`config.mk`:
```
export PLATFORM = sky130hd
export DESIGN_NAME = voted_tmr_pipe
export DESIGN_NICKNAME = d
export VERILOG_FILES = /design/src/rtl/tmr_pipe_pkg.sv /design/src/rtl/tmr_voter3.sv /design/src/rtl/tmr_ctrl.sv /design/src/rtl/tmr_datapath.sv /design/src/rtl/voted_tmr_pipe.sv
export SDC_FILE = /design/constraint.sdc
export NUM_CORES = 1
export LEC_CHECK = 0
export ABC_CLOCK_PERIOD_IN_PS = 1600
export CAP_MARGIN = 20
export CELL_PAD_IN_SITES_DETAIL_PLACEMENT = 0
export CELL_PAD_IN_SITES_GLOBAL_PLACEMENT = 1
export CORE_ASPECT_RATIO = 0.6
export CORE_MARGIN = 2
export CORE_UTILIZATION = 44
export CTS_BUF_LIST = sky130_fd_sc_hd__clkbuf_8
export DETAILED_ROUTE_END_ITERATION = 6
export GPL_TIMING_DRIVEN = 0
export PLACE_DENSITY_LB_ADDON = 0.15
export SLEW_MARGIN = 20
export SYNTH_ARGS = -nofsm -noshare
export SYNTH_HDL_FRONTEND = slang
export SYNTH_HIERARCHICAL = 1
export SYNTH_SLANG_ARGS = --single-unit
```
`constraint.sdc`:
```
create_clock -name clk -period 1.6 [get_ports clk]
set_input_delay 0.32 -clock clk [delete_from_list [all_inputs] [get_ports clk]]
set_output_delay 0.32 -clock clk [all_outputs]
set_load 0.02 [all_outputs]
```
`src/rtl/tmr_pipe_pkg.sv`:
```
package tmr_pipe_pkg;
  localparam int NPATH  = 3;
  localparam int NSTAGE = 3;
  localparam int NREG   = NPATH * NSTAGE;
  localparam int NVOTE  = NPATH * (NSTAGE - 1) + 1;

  // Strobes from control to datapath: bit stage*NPATH + path flips that register.
  typedef struct packed {
    logic [NREG-1:0] flip;
  } strobe_t;
endpackage

```
`src/rtl/tmr_voter3.sv`:
```
module tmr_voter3 #(
  parameter int W = 16
) (
  input  logic [W-1:0] a,
  input  logic [W-1:0] b,
  input  logic [W-1:0] c,
  output logic [W-1:0] y,
  output logic         split
);
  assign y     = (a & b) | (b & c) | (a & c);
  assign split = (a != b) || (b != c);
endmodule

```
`src/rtl/tmr_ctrl.sv`:
```
module tmr_ctrl
  import tmr_pipe_pkg::*;
(
  input  logic             clk,
  input  logic             rst_n,
  input  logic [NREG-1:0]  injSel,
  input  logic             errClear,
  input  logic [NVOTE-1:0] split,
  output strobe_t          strobes,
  output logic             errSticky
);
  logic anySplit;

  // Strobes are masked while reset is held.
  assign strobes.flip = rst_n ? injSel : '0;
  assign anySplit     = |split;

  always_ff @(posedge clk) begin
    if (!rst_n)        errSticky <= 1'b0;
    else if (errClear) errSticky <= 1'b0;
    else if (anySplit) errSticky <= 1'b1;
  end

  p_flag_sets_r6: assert property (@(posedge clk) disable iff (!rst_n)
    (anySplit && !errClear) |=> errSticky);

  p_flag_holds_r7: assert property (@(posedge clk) disable iff (!rst_n)
    (errSticky && !errClear) |=> errSticky);

  p_clear_wins_r8: assert property (@(posedge clk) disable iff (!rst_n)
    errClear |=> !errSticky);

  p_reset_clears_r9: assert property (@(posedge clk)
    !rst_n |=> !errSticky);
endmodule

```
`src/rtl/tmr_datapath.sv`:
```
module tmr_datapath
  import tmr_pipe_pkg::*;
#(
  parameter int           W         = 16,
  parameter logic [W-1:0] ADD_CONST = 16'h3C5A,
  parameter int           ROT_AMT   = 5,
  parameter logic [W-1:0] XOR_CONST = 16'hA5A5
) (
  input  logic             clk,
  input  logic             rst_n,
  input  logic [W-1:0]     dataIn,
  input  logic [W-1:0]     injMask,
  input  strobe_t          strobes,
  output logic [W-1:0]     dataOut,
  output logic [NVOTE-1:0] split
);
  localparam int NMID = NPATH * (NSTAGE - 1);

  logic [NREG*W-1:0] regFlat;
  logic [NMID*W-1:0] voteFlat;

  function automatic logic [W-1:0] rotl(input logic [W-1:0] x);
    return (x << ROT_AMT) | (x >> (W - ROT_AMT));
  endfunction

  for (genvar gs = 0; gs < NSTAGE; gs++) begin : g_stage
    for (genvar gp = 0; gp < NPATH; gp++) begin : g_path
      localparam int IDX = gs * NPATH + gp;
      logic [W-1:0] src, nxt, q;

      if (gs == 0) begin : g_fan
        assign src = dataIn;
      end else begin : g_voted
        assign src = voteFlat[((gs - 1) * NPATH + gp)*W +: W];
      end

      if (gs == 0) begin : g_add
        assign nxt = src + ADD_CONST;
      end else if (gs == 1) begin : g_rot
        assign nxt = rotl(src) ^ XOR_CONST;
      end else begin : g_pass
        assign nxt = src;
      end

      always_ff @(posedge clk) begin
        if (!rst_n) q <= '0;
        else        q <= nxt ^ (strobes.flip[IDX] ? injMask : '0);
      end
      assign regFlat[IDX*W +: W] = q;

      if (gs < NSTAGE - 1) begin : g_vote
        tmr_voter3 #(.W(W)) u_vote (
          .a    (regFlat[(gs*NPATH + 0)*W +: W]),
          .b    (regFlat[(gs*NPATH + 1)*W +: W]),
          .c    (regFlat[(gs*NPATH + 2)*W +: W]),
          .y    (voteFlat[IDX*W +: W]),
          .split(split[IDX])
        );
      end
    end
  end

  tmr_voter3 #(.W(W)) u_final (
    .a    (regFlat[((NSTAGE-1)*NPATH + 0)*W +: W]),
    .b    (regFlat[((NSTAGE-1)*NPATH + 1)*W +: W]),
    .c    (regFlat[((NSTAGE-1)*NPATH + 2)*W +: W]),
    .y    (dataOut),
    .split(split[NVOTE-1])
  );

  // All copies of every stage agree unless a strobe fired at the previous edge.
  logic pathsAgree;
  always_comb begin
    pathsAgree = 1'b1;
    for (int s = 0; s < NSTAGE; s++) begin
      for (int p = 1; p < NPATH; p++) begin
        if (regFlat[(s*NPATH + p)*W +: W] != regFlat[(s*NPATH)*W +: W])
          pathsAgree = 1'b0;
      end
    end
  end

  p_paths_agree_r5: assert property (@(posedge clk) disable iff (!rst_n)
    ($past(strobes.flip) == '0) |-> pathsAgree);
endmodule

```
`src/rtl/voted_tmr_pipe.sv`:
```
module voted_tmr_pipe
  import tmr_pipe_pkg::*;
#(
  parameter int           W         = 16,
  parameter logic [W-1:0] ADD_CONST = 16'h3C5A,
  parameter int           ROT_AMT   = 5,
  parameter logic [W-1:0] XOR_CONST = 16'hA5A5
) (
  input  logic            clk,
  input  logic            rst_n,
  input  logic [W-1:0]    dataIn,
  input  logic [NREG-1:0] injSel,
  input  logic [W-1:0]    injMask,
  input  logic            errClear,
  output logic [W-1:0]    dataOut,
  output logic            errSticky
);
  strobe_t          strobes;
  logic [NVOTE-1:0] split;

  tmr_ctrl u_ctrl (
    .clk      (clk),
    .rst_n    (rst_n),
    .injSel   (injSel),
    .errClear (errClear),
    .split    (split),
    .strobes  (strobes),
    .errSticky(errSticky)
  );

  tmr_datapath #(
    .W(W), .ADD_CONST(ADD_CONST), .ROT_AMT(ROT_AMT), .XOR_CONST(XOR_CONST)
  ) u_dp (
    .clk    (clk),
    .rst_n  (rst_n),
    .dataIn (dataIn),
    .injMask(injMask),
    .strobes(strobes),
    .dataOut(dataOut),
    .split  (split)
  );
endmodule

```
### Word-level counts from Yosys, hierarchy flattened

Index checks and enable logic that the tools add are counted.

| cells by class | value |
|---|---|
| add/subtract/negate cells | 1 |
| eq/ne operators | 6 |
| muxes and demuxes | 10 |
| bitwise operators | 27 |
| reduce and logical (&&, ||, !) cells | 5 |

Operators by type and width:

| operator | count |
|---|---|
| AND 16 bit | 9 |
| two-way mux 16 bit | 9 |
| bitwise XOR 16 bit | 9 |
| inequality test 16 bit | 6 |
| OR 16 bit | 6 |
| adder 16 x 14 -> 16 bit (second input constant) | 1 |
| OR 16 x 5 -> 16 bit | 1 |
| two-way mux 9 bit | 1 |
| NOT 8 bit | 1 |
| logical OR 1 bit | 3 |
| OR reduction 3 bit | 1 |
| OR reduction 2 bit | 1 |
| NOT 1 bit | 1 |

| word-level totals | value |
|---|---|
| bits in registers | 145 |
| input bits | 44 |

### Longest topological paths before layout

Gate-level depths: netlist (run 1).

| logic depth | value |
|---|---|
| word-level depth | 6 |
| mapped depth | 6 |
| gate-level depth less buffers | 6 |

### Modules after synthesis

The synthesis (run 1) kept the hierarchy.

Modules (own cells, without submodules):

| module | instances | cells an instance | area an instance (µm²) |
|---|---|---|---|
| tmr_datapath | 1 | 678 | 6,241.0 |
| tmr_voter3 | 7 | 59 | 615.6 |
| tmr_ctrl | 1 | 14 | 112.6 |

### Least setup slack after synthesis (run 1)

Ideal clock, no wire load.

| timing | value |
|---|---|
| path type | register to register |
| start | register u_dp.g_stage[0].g_path[1].q[8] |
| end | register u_ctrl.errSticky |
| library setup time | 0.125 ns |
| arrival time | 1.555 ns |
| data required time | 1.475 ns |
| setup slack | -0.080 ns |
| cell stages (with the launch flop) | 7 |
| buffers on the path | 0 |
| clock period less this slack | 1.680 ns |
| path through | dfxtp_1 > ha_1 > nor4_1 > nand4_1 > or2_1 > nor4_2 > a21oi_1 |

| on the way | value |
|---|---|
| longest elaborated chain between the ends | 3 |

Ends and longest elaborated chain:

| item | RTL line | source |
|---|---|---|
| start, declared | tmr_datapath.sv:29 | `logic [W-1:0] src, nxt, q;` |
| start signal, assigned | tmr_datapath.sv:47 | `else q <= nxt ^ (strobes.flip[IDX] ? injMask : '0);` |
| inequality test 16 bit | tmr_voter3.sv:11 | `assign split = (a != b) \|\| (b != c);` |
| logical OR 1 bit * | tmr_voter3.sv:11 |  |
| named net split[2] | voted_tmr_pipe.sv:19 | `logic [NVOTE-1:0] split;` |
| OR reduction 3 bit * | tmr_ctrl.sv:16 | `assign anySplit = \|split;` |
| end signal, assigned | tmr_ctrl.sv:19 | `if (!rst_n) errSticky <= 1'b0;` |
| end signal, assigned | tmr_ctrl.sv:20 | `else if (errClear) errSticky <= 1'b0;` |
| end signal, assigned | tmr_ctrl.sv:21 | `else if (anySplit) errSticky <= 1'b1;` |
| end, declared | tmr_ctrl.sv:10 | `output logic errSticky` |

Mark *: on every way through the listed nets, which the timed path passes. The rest lies on a longest branch.
A chain may end at the register's enable or synchronous reset.

### Worst setup path after layout (run 1)

| timing | value |
|---|---|
| start | register u_dp.g_stage[0].g_path[0].q[0] |
| end | register u_ctrl.errSticky |

| on the way | value |
|---|---|
| longest elaborated chain between the ends | 3 |

Ends and longest elaborated chain:

| item | RTL line |
|---|---|
| start, declared | tmr_datapath.sv:29 |
| start signal, assigned | tmr_datapath.sv:47 |
| inequality test 16 bit | tmr_voter3.sv:11 |
| logical OR 1 bit | tmr_voter3.sv:11 |
| named net split[1] | voted_tmr_pipe.sv:19 |
| OR reduction 3 bit | tmr_ctrl.sv:16 |

The timed path passes the listed nets, and every way through them passes these cells.

==> results of run 1 <==
## metrics by stage
stage          total power, mW  instance area (µm²)  setup TNS (ns)  cells
2_1_floorplan             6.52                10700         -0.0307   1105
3_3_place_gp              7.80                11700         -162.27   1481
3_5_place_dp              7.81                11700         -168.57   1481
4_1_cts                   12.2                13300           -2.33   1512
5_1_grt                   13.2                13800           -2.85   1516
6_report                  12.6                13800           -1.92   1516
## how the worst max path moves through the flow
stage / start / to / slack (ns) / cells after the start
final: u_dp/g_stage[0].g_path[0].q[0] / u_ctrl/errSticky / -0.34 / 6
after floorplan: u_dp/g_stage[1].g_path[0].q[9] / u_ctrl/errSticky / -0.03 / 6
after CTS: u_dp/g_stage[1].g_path[1].q[11] / u_ctrl/errSticky / -0.26 / 6
after detailed placement: rst_n / u_dp/g_stage[2].g_path[1].q[13] / -1.57 / 7
after global placement: rst_n / u_dp/g_stage[2].g_path[1].q[5] / -1.51 / 7
after global routing: u_dp/g_stage[0].g_path[1].q[2] / u_ctrl/errSticky / -0.41 / 6
## routing by layer
layer | up-vias | wire (µm) | global-route usage [%]
li1 | 4202 | - | -
met1 | 4274 | 18500 | 45.4
met2 | 261 | 13800 | 38.8
met3 | 26 | 2770 | 5.52
met4 | 0 | 310 | 5.25
met5 | - | 0 | 0
## synthesized netlist by cell type (all sizes together)
master / instances
o31ai: 2
mux2i: 3
nand3: 19
ha: 225
nand2: 112
nor4: 61
xor2: 9
xnor2: 104
nand3b: 1
nor3: 2
o21a: 27
o31a: 1
o211ai: 1
and3: 27
clkbuf: 47
and2: 111
o221ai: 1
dfxtp: 145
nand2b: 2
and4: 1
o21ai: 6
xnor3: 3
inv: 2
and3b: 9
a211o: 113
a21oi: 39
or2: 7
nand4: 14
buf: 5
nor2: 6
## flip-flops by register name (all words and copies together) (netlist names)
| name | cells |
|---|---|
| u_dp/g_stage.g_path.q | 144 |
| u_ctrl/errSticky | 1 |
## report_power, final
group	internal [mW]	leakage (nW)	switching, mW
Clock	1.89	0.223	1.56
Combinational	2.24	4.90	2.24
Sequential	4.04	1.25	0.652
## critical path, stage by stage (launching register included)
cell and delay, ns:
dfxtp_4 0.38, ha_1 0.33, nor4_4 0.34, nand4_1 0.13
or2_4 0.28, nor4_4 0.26, a21oi_1 0.09
## cells by family after synthesis
logic type | share of synthesized area, %
mux | 0.282
fa+ha+maj | 26.4
flops | 27.2
compound gates | 14.0
xor+xnor | 10.2
simple gates | 20.0
buf+inv | 1.94
## cell type report
| cell class | count | area share, % |
|---|---|---|
| Buffer | 48 | 1.62 |
| Clock buffer | 18 | 1.80 |
| Clock inverter | 13 | 1.53 |
| Inverter | 2 | 0.0545 |
| Multi-Input combinational cell | 906 | 65.0 |
| Sequential cell | 145 | 22.6 |
| Tap cell | 322 | 2.92 |
| Timing Repair Buffer | 62 | 4.40 |
## what timing repair did
action / CTS / global route
endpoints found under the hold margin: 0 / 0
hold buffers: 0 / 0
setup buffers: 2 / 6
pin swaps: 50 / 46
setup endpoints to repair: 162 / 78
resized for setup: 328 / 98
==> impl_results.md, run 1 <==
* Min Tclk post-route at 1.94 ns
* DR pass1 iterations at 5
* Commonest non-fill, non-tap cell in the layout: ha_1
* # fillers at 2133
* DRC Markers at 0
* Clock Sinks at 145
* Synthesized Nets at 1374
* Yosys warns at 6
* Final ANT Viol Nets at 0
* Reg-to-Reg End: u_ctrl/errSticky
* Clk slew on worst S/H paths at 0.10 ns
* Initial drt markers at 791
* Sequential area share after synthesis at 27.2%
* Cts bufs inserted at 17
* CP max FO at 6
* Final hold violation count at 0
* R2R Setup Slk at -0.34 ns
* Status: complete, but fails checks
* Failing checks: negative setup slack
* RSZ-0062 raised after global routing: yes
* Cell Area, Synth at 10700 µm²
* Setup slack after layout at -0.340 ns
* Post-synth top area cell: dfxtp_1
* Gr ovfl total at 0
* Fmax at 515 MHz
* Layout overhead on the synthesized area at 29.3%
* Initial antenna violation count at 0
* Hold-critical path depth at 3
* Synth cell types at 41
* Area of the multi-input gates at 8960 µm²
* Largest net degree at the start of global routing at 20
* Share of Yosys cell area claimed by the top area cell type at 27.2%
* Clock Skew at 0.0150 ns
* Max transition margin at 44.4%
* Final net count at 1451
* Worst-skew pair later-pin latency at 0.48 ns
* Pwr Density at 915 nW/µm²
* Final core occ at 57.4%
* Pre-CTS setup slack at -1.57 ns
* Die Y at 125 µm
* Hold Path End: u_dp/g_stage[0].g_path[1].q[1]
* Least-Margin Pin Slew at 0.835 ns
* Worst setup SP type: flip-flop
* LEAKAGE at 6.37 nW
* Register area at 3120 µm²
* Total GRT Usage at 28.4%
* Number of top-level pins at 61
* Mapped Cells at 1105
* # diodes at 0
* WL/cell at 23.3 µm
* Starting density of the core at 44.4%
* Final Cycle Share at 121%
* H-tree levels at 4
* Crit Path Class: reg2reg
* Final setup violation count at 17
* Max IR drop VDD at 0.609 mV
* Max-slew violation count at 0
* Seq cells post-synth at 145
* Crit path required time at 1.97 ns
* Worst r2r src: u_dp/g_stage[0].g_path[0].q[0]
* Hold WC Path Type: in2reg
* Gpl congestion at 0.924
* Via-to-Cell Ratio at 5.78
* Die X at 205 µm
* Crit path DAT at 2.31 ns
* Vias in the first global route at 8617
* Core Area at 24000 µm²
* CP Capture Type: flip-flop
* Worst hold path startpoint: dataIn[1]
* Hold_ws at 0.287 ns
* DRT Wirelength at 35400 µm
* Detailed Place HPWL at 27300 µm
* Most frequent cells in the layout: ha_1, a211o_1, nand2_1
* Avg Cell Area, Syn at 9.65 µm²
* Die ar. at 25500 µm²
* Area contributors post-synth: dfxtp_1, ha_1, a211o_1
* Max clock buf depth at 2
* Share of cells above drive strength 1 at 30.1%
* Register-to-Register Path Depth at 6
* Num rows at 44
* CTS tree: yes
* Max Cap Violations at 0
* DR vias at 8763
* IO Port Bufs at 54
* Global-route wire length before repair at 53100 µm
* Root Driver: clkbuf_8
Note: power is estimated with default switching activity, not from simulation.
==> run 2, diff against run 1 <==
CORE_ASPECT_RATIO = 0.8   (was 0.6)
MAX_ROUTING_LAYER = met4   (was unset)
==> run 2 against run 1 <==
Compared with the run above: the run still ends with negative setup slack left; sequential power barely moved; fmax rose by 2.2%; clock power fell by 10%; critical path type unchanged.
==> impl_results.md, run 2 (same netlist as run 1, synthesis figures left out) <==
* Status: complete, but fails checks (unchanged)
* Failing checks: negative setup slack (unchanged)
* Min Tclk post-route at 1.90 ns (was 1.94 ns)
* Max IR drop VDD at 0.543 mV (was 0.609 mV)
* Grt met3 use at 6.04% (was 5.52%)
* Clock Skew at 0.0120 ns (was 0.0150 ns)
* Share of cells above drive strength 1 at 28.4% (was 30.1%)
* Via-to-Cell Ratio at 5.75 (was 5.78)
* Core Area at 23600 µm² (was 24000 µm²)
* Clk slew on worst S/H paths at 0.09 ns (was 0.10 ns)
* Die X at 178 µm (was 205 µm)
* Root Driver: clkbuf_8 (unchanged)
* # diodes at 0 (unchanged)
* Final ANT Viol Nets at 0 (unchanged)
* Hold_ws at 0.262 ns (was 0.287 ns)
* Starting density of the core at 45.2% (was 44.4%)
* Total GRT Usage at 28.4% (about the same)
* Clock Sinks at 145 (unchanged)
* DRT Wirelength at 34400 µm (was 35400 µm)
* Detailed Place HPWL at 26500 µm (was 27300 µm)
* Max FFs per register at 144 (unchanged)
* Vias in the first global route at 8449 (was 8617)
* CTS tree: yes (unchanged)
* IO Port Bufs at 54 (unchanged)
* H-tree levels at 4 (unchanged)
* Max-slew violation count at 0 (unchanged)
* Crit Path Class: reg2reg (unchanged)
* Initial drt markers at 682 (was 791)
* Most frequent cells in the layout: ha_1, a211o_1, nand2_1 (unchanged)
* Max clock buf depth at 2 (unchanged)
* Grt met2 use at 41.6% (was 38.8%)
* RSZ-0062 raised after global routing: yes (unchanged)
* Max transition margin at 37.5% (was 44.4%)
* Final Cycle Share at 119% (was 121%)
* Pwr Density at 888 nW/µm² (was 915 nW/µm²)
* Largest net degree at the start of global routing at 17 (was 20)
* Global Route met1 Usage at 39.8% (was 45.4%)
* Final setup violation count at 17 (unchanged)
* Setup slack after layout at -0.298 ns (was -0.340 ns)
* DRC Markers at 0 (unchanged)
* Hold WC Path Type: in2reg (unchanged)
* Num rows at 50 (was 44)
* Crit path required time at 1.97 ns (about the same)
* CP Capture Type: flip-flop (unchanged)
* Gr ovfl total at 0 (unchanged)
* Global-route wire length before repair at 50900 µm (was 53100 µm)
* Die ar. at 25500 µm² (about the same)
* Cts bufs inserted at 17 (unchanged)
* Largest registers: u_dp/g_stage.g_path.q: 144 flops, u_ctrl/errSticky: 1 flops (unchanged)
* Initial antenna violation count at 0 (unchanged)
* WL/cell at 22.7 µm (was 23.3 µm)
* GR peak layer: met2 (was met1)
* Final hold violation count at 0 (unchanged)
* CP max FO at 6 (unchanged)
* Max Cap Violations at 0 (unchanged)
* Worst setup SP type: flip-flop (unchanged)
* LEAKAGE at 6.36 nW (was 6.37 nW)
* Least-Margin Pin Slew at 0.938 ns (was 0.835 ns)
* Layout overhead on the synthesized area at 27.2% (was 29.3%)
* Fmax at 527 MHz (was 515 MHz)
* Worst-skew pair later-pin latency at 0.47 ns (was 0.48 ns)
* Final net count at 1455 (was 1451)
* Number of top-level pins at 61 (unchanged)
* Top reg by flops: u_dp/g_stage.g_path.q (unchanged)
* Commonest non-fill, non-tap cell in the layout: ha_1 (unchanged)
* Crit path DAT at 2.27 ns (was 2.31 ns)
* Die Y at 143 µm (was 125 µm)
* Setup_tns at -1.79 ns (was -1.92 ns)
* Gpl congestion at 0.991 (was 0.924)
* DR vias at 8691 (was 8763)
* DR pass1 iterations at 5 (unchanged)
* CTS Hold Bufs at 0 (unchanged)
run 2: cell types whose count changed in the layout (fill, tap and decap cells not counted), sizes merged:
cell	change
buf	+1
bufinv	-3
clkbuf	+1
clkdlybuf4s50	+3
clkinv	+3
dlygate4sd2	+1
dlymetal6s2s	-2
inv	+1
run 2: per-layer routing:
metal | up-vias | wire (µm)
li1 | 4206 | -
met1 | 4221 | 17100
met3 | 25 | 2290
met5 | - | 0
met2 | 239 | 14600
met4 | 0 | 399
run 2: what timing repair did:
action | in CTS | in global routing
pin swaps | 44 | 39
hold endpoints to repair | 0 | 0
buffers inserted | 7 | 4
resized for setup | 313 | 89
setup endpoints to repair | 162 | 74
run 2: final cells by class:
| type | count | area (µm²) |
|---|---|---|
| fillers | 2008 | 10000 |
| multi-input cells | 906 | 8760 |
| flip-flops and latches | 145 | 3130 |
| repair buffers | 65 | 639 |
| well taps | 312 | 390 |
| clock buffers | 18 | 248 |
| plain buffers | 49 | 226 |
| clock inverters | 14 | 156 |
| inverters | 2 | 7.51 |
run 2: critical path, cell delays in order (launching register included):
cell     delay, ns
dfxtp_2       0.42
ha_4          0.23
nor4_4        0.35
nand4_1       0.13
or2_1         0.28
nor4_4        0.28
a21oi_1       0.10
run 2: path summary, 6_finish.rpt:
path | from | cells past startpoint | slack (ns) | endpoint
setup / recovery | u_dp/g_stage[1].g_path[1].q[8] | 6 | -0.30 | u_ctrl/errSticky
hold / removal | rst_n | 3 | 0.26 | u_ctrl/errSticky
setup reg to reg | u_dp/g_stage[1].g_path[1].q[8] | 6 | -0.30 | u_ctrl/errSticky
hold reg to reg | u_ctrl/errSticky | 2 | 0.57 | u_ctrl/errSticky
run 2: report_power, final:
part / switching [mW] / internal, mW / total, mW
Sequential: 0.626 / 4.03 / 4.66
Combinational: 2.16 / 2.14 / 4.29
Clock: 1.64 / 1.45 / 3.09
run 2: stage by stage:
step,setup WS [ns],total power [mW],area [µm²],util (%),instances
6_report,-0.298,12.0,13600,57.5,1511
5_1_grt,-0.344,12.6,13600,57.5,1511
4_1_cts,-0.320,11.6,13100,55.4,1509
3_5_place_dp,-1.70,7.79,11700,49.4,1471
3_3_place_gp,-1.71,7.78,11700,49.4,1471
2_1_floorplan,-0.0307,6.52,10700,-,1105
==> run 3, diff against run 2 <==
CORE_UTILIZATION = 43   (was 44)
CTS_BUF_LIST = sky130_fd_sc_hd__clkbuf_4 sky130_fd_sc_hd__clkbuf_8 sky130_fd_sc_hd__clkbuf_16   (was sky130_fd_sc_hd__clkbuf_8)
==> run 3 against run 2 <==
Compared with the run above: the flow still finishes with violations (negative setup slack); non-clock buffer count down 4; global-route usage down 0.89 points; via count down 1.2%; clock power up 32%; die area rose by 2.3%; clock-buffer cell count up 3; final area decreased by 1.6%; sequential share of layout area increased by 0.14 points; wire length is 1.8% lower; utilization shrank 2.8 points.
==> impl_results.md, run 3 (same netlist as run 1, synthesis figures left out) <==
* Fmax at 491 MHz (was 527 MHz)
* Largest net degree at the start of global routing at 17 (unchanged)
* Max-slew violation count at 0 (unchanged)
* Net Sw Power at 4.27 mW (was 4.42 mW)
* Worst-skew pair later-pin latency at 0.43 ns (was 0.47 ns)
* Final instance area at 13300 µm² (was 13600 µm²)
* Clock share of power at 32.1% (was 25.7%)
* Final net count at 1451 (was 1455)
* Crit path DAT at 2.35 ns (was 2.27 ns)
* Initial drt markers at 547 (was 682)
* H-tree levels at 4 (unchanged)
* Crit path required time at 1.91 ns (was 1.97 ns)
* Setup slack after layout at -0.437 ns (was -0.298 ns)
* Num rows at 51 (was 50)
* Failing checks: negative setup slack (unchanged)
* Switching share of power at 33.5% (was 36.7%)
* Min Tclk post-route at 2.04 ns (was 1.90 ns)
* Vias in the first global route at 8415 (was 8449)
* # diodes at 0 (unchanged)
* Area after DPL at 11700 µm² (about the same)
* Total GRT Usage at 27.5% (was 28.4%)
* R2R Setup Slk at -0.44 ns (was -0.30 ns)
* IO Port Bufs at 54 (unchanged)
* CP max FO at 6 (unchanged)
* CTS tree: yes (unchanged)
* Clock Skew at 0.00689 ns (was 0.0120 ns)
* Max transition margin at 41.5% (was 37.5%)
* Gpl congestion at 0.944 (was 0.991)
* Hold_ws at 0.303 ns (was 0.262 ns)
* Max FFs per register at 144 (unchanged)
* Reg-to-Reg End: u_ctrl/errSticky (unchanged)
* LEAKAGE at 6.45 nW (was 6.36 nW)
* WL/cell at 22.3 µm (was 22.7 µm)
* Most frequent cells in the layout: ha_1, a211o_1, nand2_1 (unchanged)
* Clk slew on worst S/H paths at 0.06 ns (was 0.09 ns)
* Max IR drop VDD at 0.759 mV (was 0.543 mV)
* Die Y at 145 µm (was 143 µm)
* Largest registers: u_dp/g_stage.g_path.q: 144 flops, u_ctrl/errSticky: 1 flops (unchanged)
* Final setup violation count at 17 (unchanged)
* Starting density of the core at 43.7% (was 45.2%)
* Pwr Density at 954 nW/µm² (was 888 nW/µm²)
* Die ar. at 26100 µm² (was 25500 µm²)
* Hold WC Path Type: in2reg (unchanged)
* Least-Margin Pin Slew at 0.878 ns (was 0.938 ns)
* Initial antenna violation count at 0 (unchanged)
* Worst r2r src: u_dp/g_stage[1].g_path[1].q[8] (unchanged)
* Top reg by flops: u_dp/g_stage.g_path.q (unchanged)
* DRT Wirelength at 33700 µm (was 34400 µm)
* Comb power frac at 31.5% (was 35.6%)
* Final hold violation count at 0 (unchanged)
* Final ANT Viol Nets at 0 (unchanged)
* Hold-critical path depth at 3 (unchanged)
* Core Area at 24400 µm² (was 23600 µm²)
* Global-route wire length before repair at 51100 µm (was 50900 µm)
* CP Capture Type: flip-flop (unchanged)
* Int Power at 8.45 mW (was 7.62 mW)
* Max clock buf depth at 2 (unchanged)
* DR pass1 iterations at 5 (unchanged)
* Share of cells above drive strength 1 at 26.8% (was 28.4%)
* Detailed Place HPWL at 26600 µm (was 26500 µm)
* Part of the power in registers at 36.4% (was 38.7%)
* Layout overhead on the synthesized area at 25.1% (was 27.2%)
* Worst setup SP type: flip-flop (unchanged)
* Register-to-Register Path Depth at 6 (unchanged)
* Total chip power at 12.7 mW (was 12.0 mW)
* Worst hold path startpoint: dataIn[1] (was rst_n)
* DRC Markers at 0 (unchanged)
* Via-to-Cell Ratio at 5.67 (was 5.75)
* Gr ovfl total at 0 (unchanged)
* Die X at 180 µm (was 178 µm)
* Status: complete, but fails checks (unchanged)
* Hold Path End: u_dp/g_stage[0].g_path[0].q[1] (was u_ctrl/errSticky)
* Final Cycle Share at 127% (was 119%)
* Root Driver: clkbuf_16 (was clkbuf_8)
* Crit Path Class: reg2reg (unchanged)
* Number of top-level pins at 61 (unchanged)
* DR vias at 8586 (was 8691)
* Cts bufs inserted at 17 (unchanged)
* Clock Sinks at 145 (unchanged)
* RSZ-0062 raised after global routing: yes (unchanged)
* Commonest non-fill, non-tap cell in the layout: ha_1 (unchanged)
* Max Cap Violations at 0 (unchanged)
==> run 3: changes by cell type in the layout (fill, tap and decap cells not counted), moves of 4 or more <==
cell       before  now
nor4_4         32   20
dfxtp_4        27   17
ha_1          158  170
clkbuf_16       0   17
ha_2           19   24
dfxtp_2        98  102
ha_4           48   31
clkbuf_8       18    3
nor4_1         10   16
dfxtp_1        20   26
nor4_2         19   25
clkbuf_2       10   16
clkbuf_1       30   26
==> run 3: layout make-up <==
type                    count  area, µm²
flip-flops and latches    145       3090
multi-input cells         906       8410
clock buffers              21        474
repair buffers             62        601
inverters                   2       7.51
clock inverters            11        126
well taps                 318        398
fillers                  2184      11000
plain buffers              48        224
==> run 3: worst max path at each step <==
stage / from / to / slack, ns / cells past startpoint
detailed placement: rst_n / u_dp/g_stage[0].g_path[0].q[1] / -1.57 / 6
finish: u_dp/g_stage[1].g_path[1].q[8] / u_ctrl/errSticky / -0.44 / 6
global placement: rst_n / u_dp/g_stage[0].g_path[1].q[9] / -1.61 / 7
floorplan: u_dp/g_stage[1].g_path[0].q[9] / u_ctrl/errSticky / -0.03 / 6
CTS: u_dp/g_stage[0].g_path[1].q[2] / u_ctrl/errSticky / -0.34 / 6
global route: u_dp/g_stage[1].g_path[1].q[5] / u_ctrl/errSticky / -0.46 / 6
==> run 3: stage by stage <==
| stage | utilization (%) | worst slack, ns | TNS, ns | std cells |
|---|---|---|---|---|
| 3_3_place_gp | 47.9 | -1.61 | -170.51 | 1477 |
| 5_1_grt | 54.7 | -0.461 | -1.88 | 1513 |
| 2_1_floorplan | - | -0.0307 | -0.0307 | 1105 |
| 4_1_cts | 53.8 | -0.340 | -1.35 | 1515 |
| 3_5_place_dp | 47.9 | -1.57 | -168.72 | 1477 |
| 6_report | 54.7 | -0.437 | -1.07 | 1513 |
==> run 3: repair_timing <==
item / 4_1_cts / 5_1_grt
resized for setup: 285 / 74
pin swaps: 45 / 31
endpoints found under the setup margin: 162 / 96
hold buffers: 0 / 0
setup buffers: 7 / 1
==> run 3: power by group through the flow <==
stage	Combinational, mW	Clock, mW	Sequential [mW]
after floorplan	2.07	0	4.44
after global placement	3.20	0	4.58
after detailed placement	3.19	0	4.59
after CTS	3.81	4.16	4.59
after global routing	4.35	4.33	4.70
final	4.00	4.08	4.63
==> run 3: critical path: stages, from the launching register on <==
cell and delay, ns:
dfxtp_2 0.43, ha_1 0.27, nor4_1 0.55, nand4_1 0.15, or2_1 0.28, nor4_2 0.15
a21oi_1 0.09
==> run 3: per-layer routing <==
metal	share of wire, %	vias to the layer above	track usage [%]
li1	-	4210	-
met5	0	-	-
met3	5.2	25	5.86
met4	1.2	0	5.81
met1	52	4188	38.0
met2	42	163	41.4
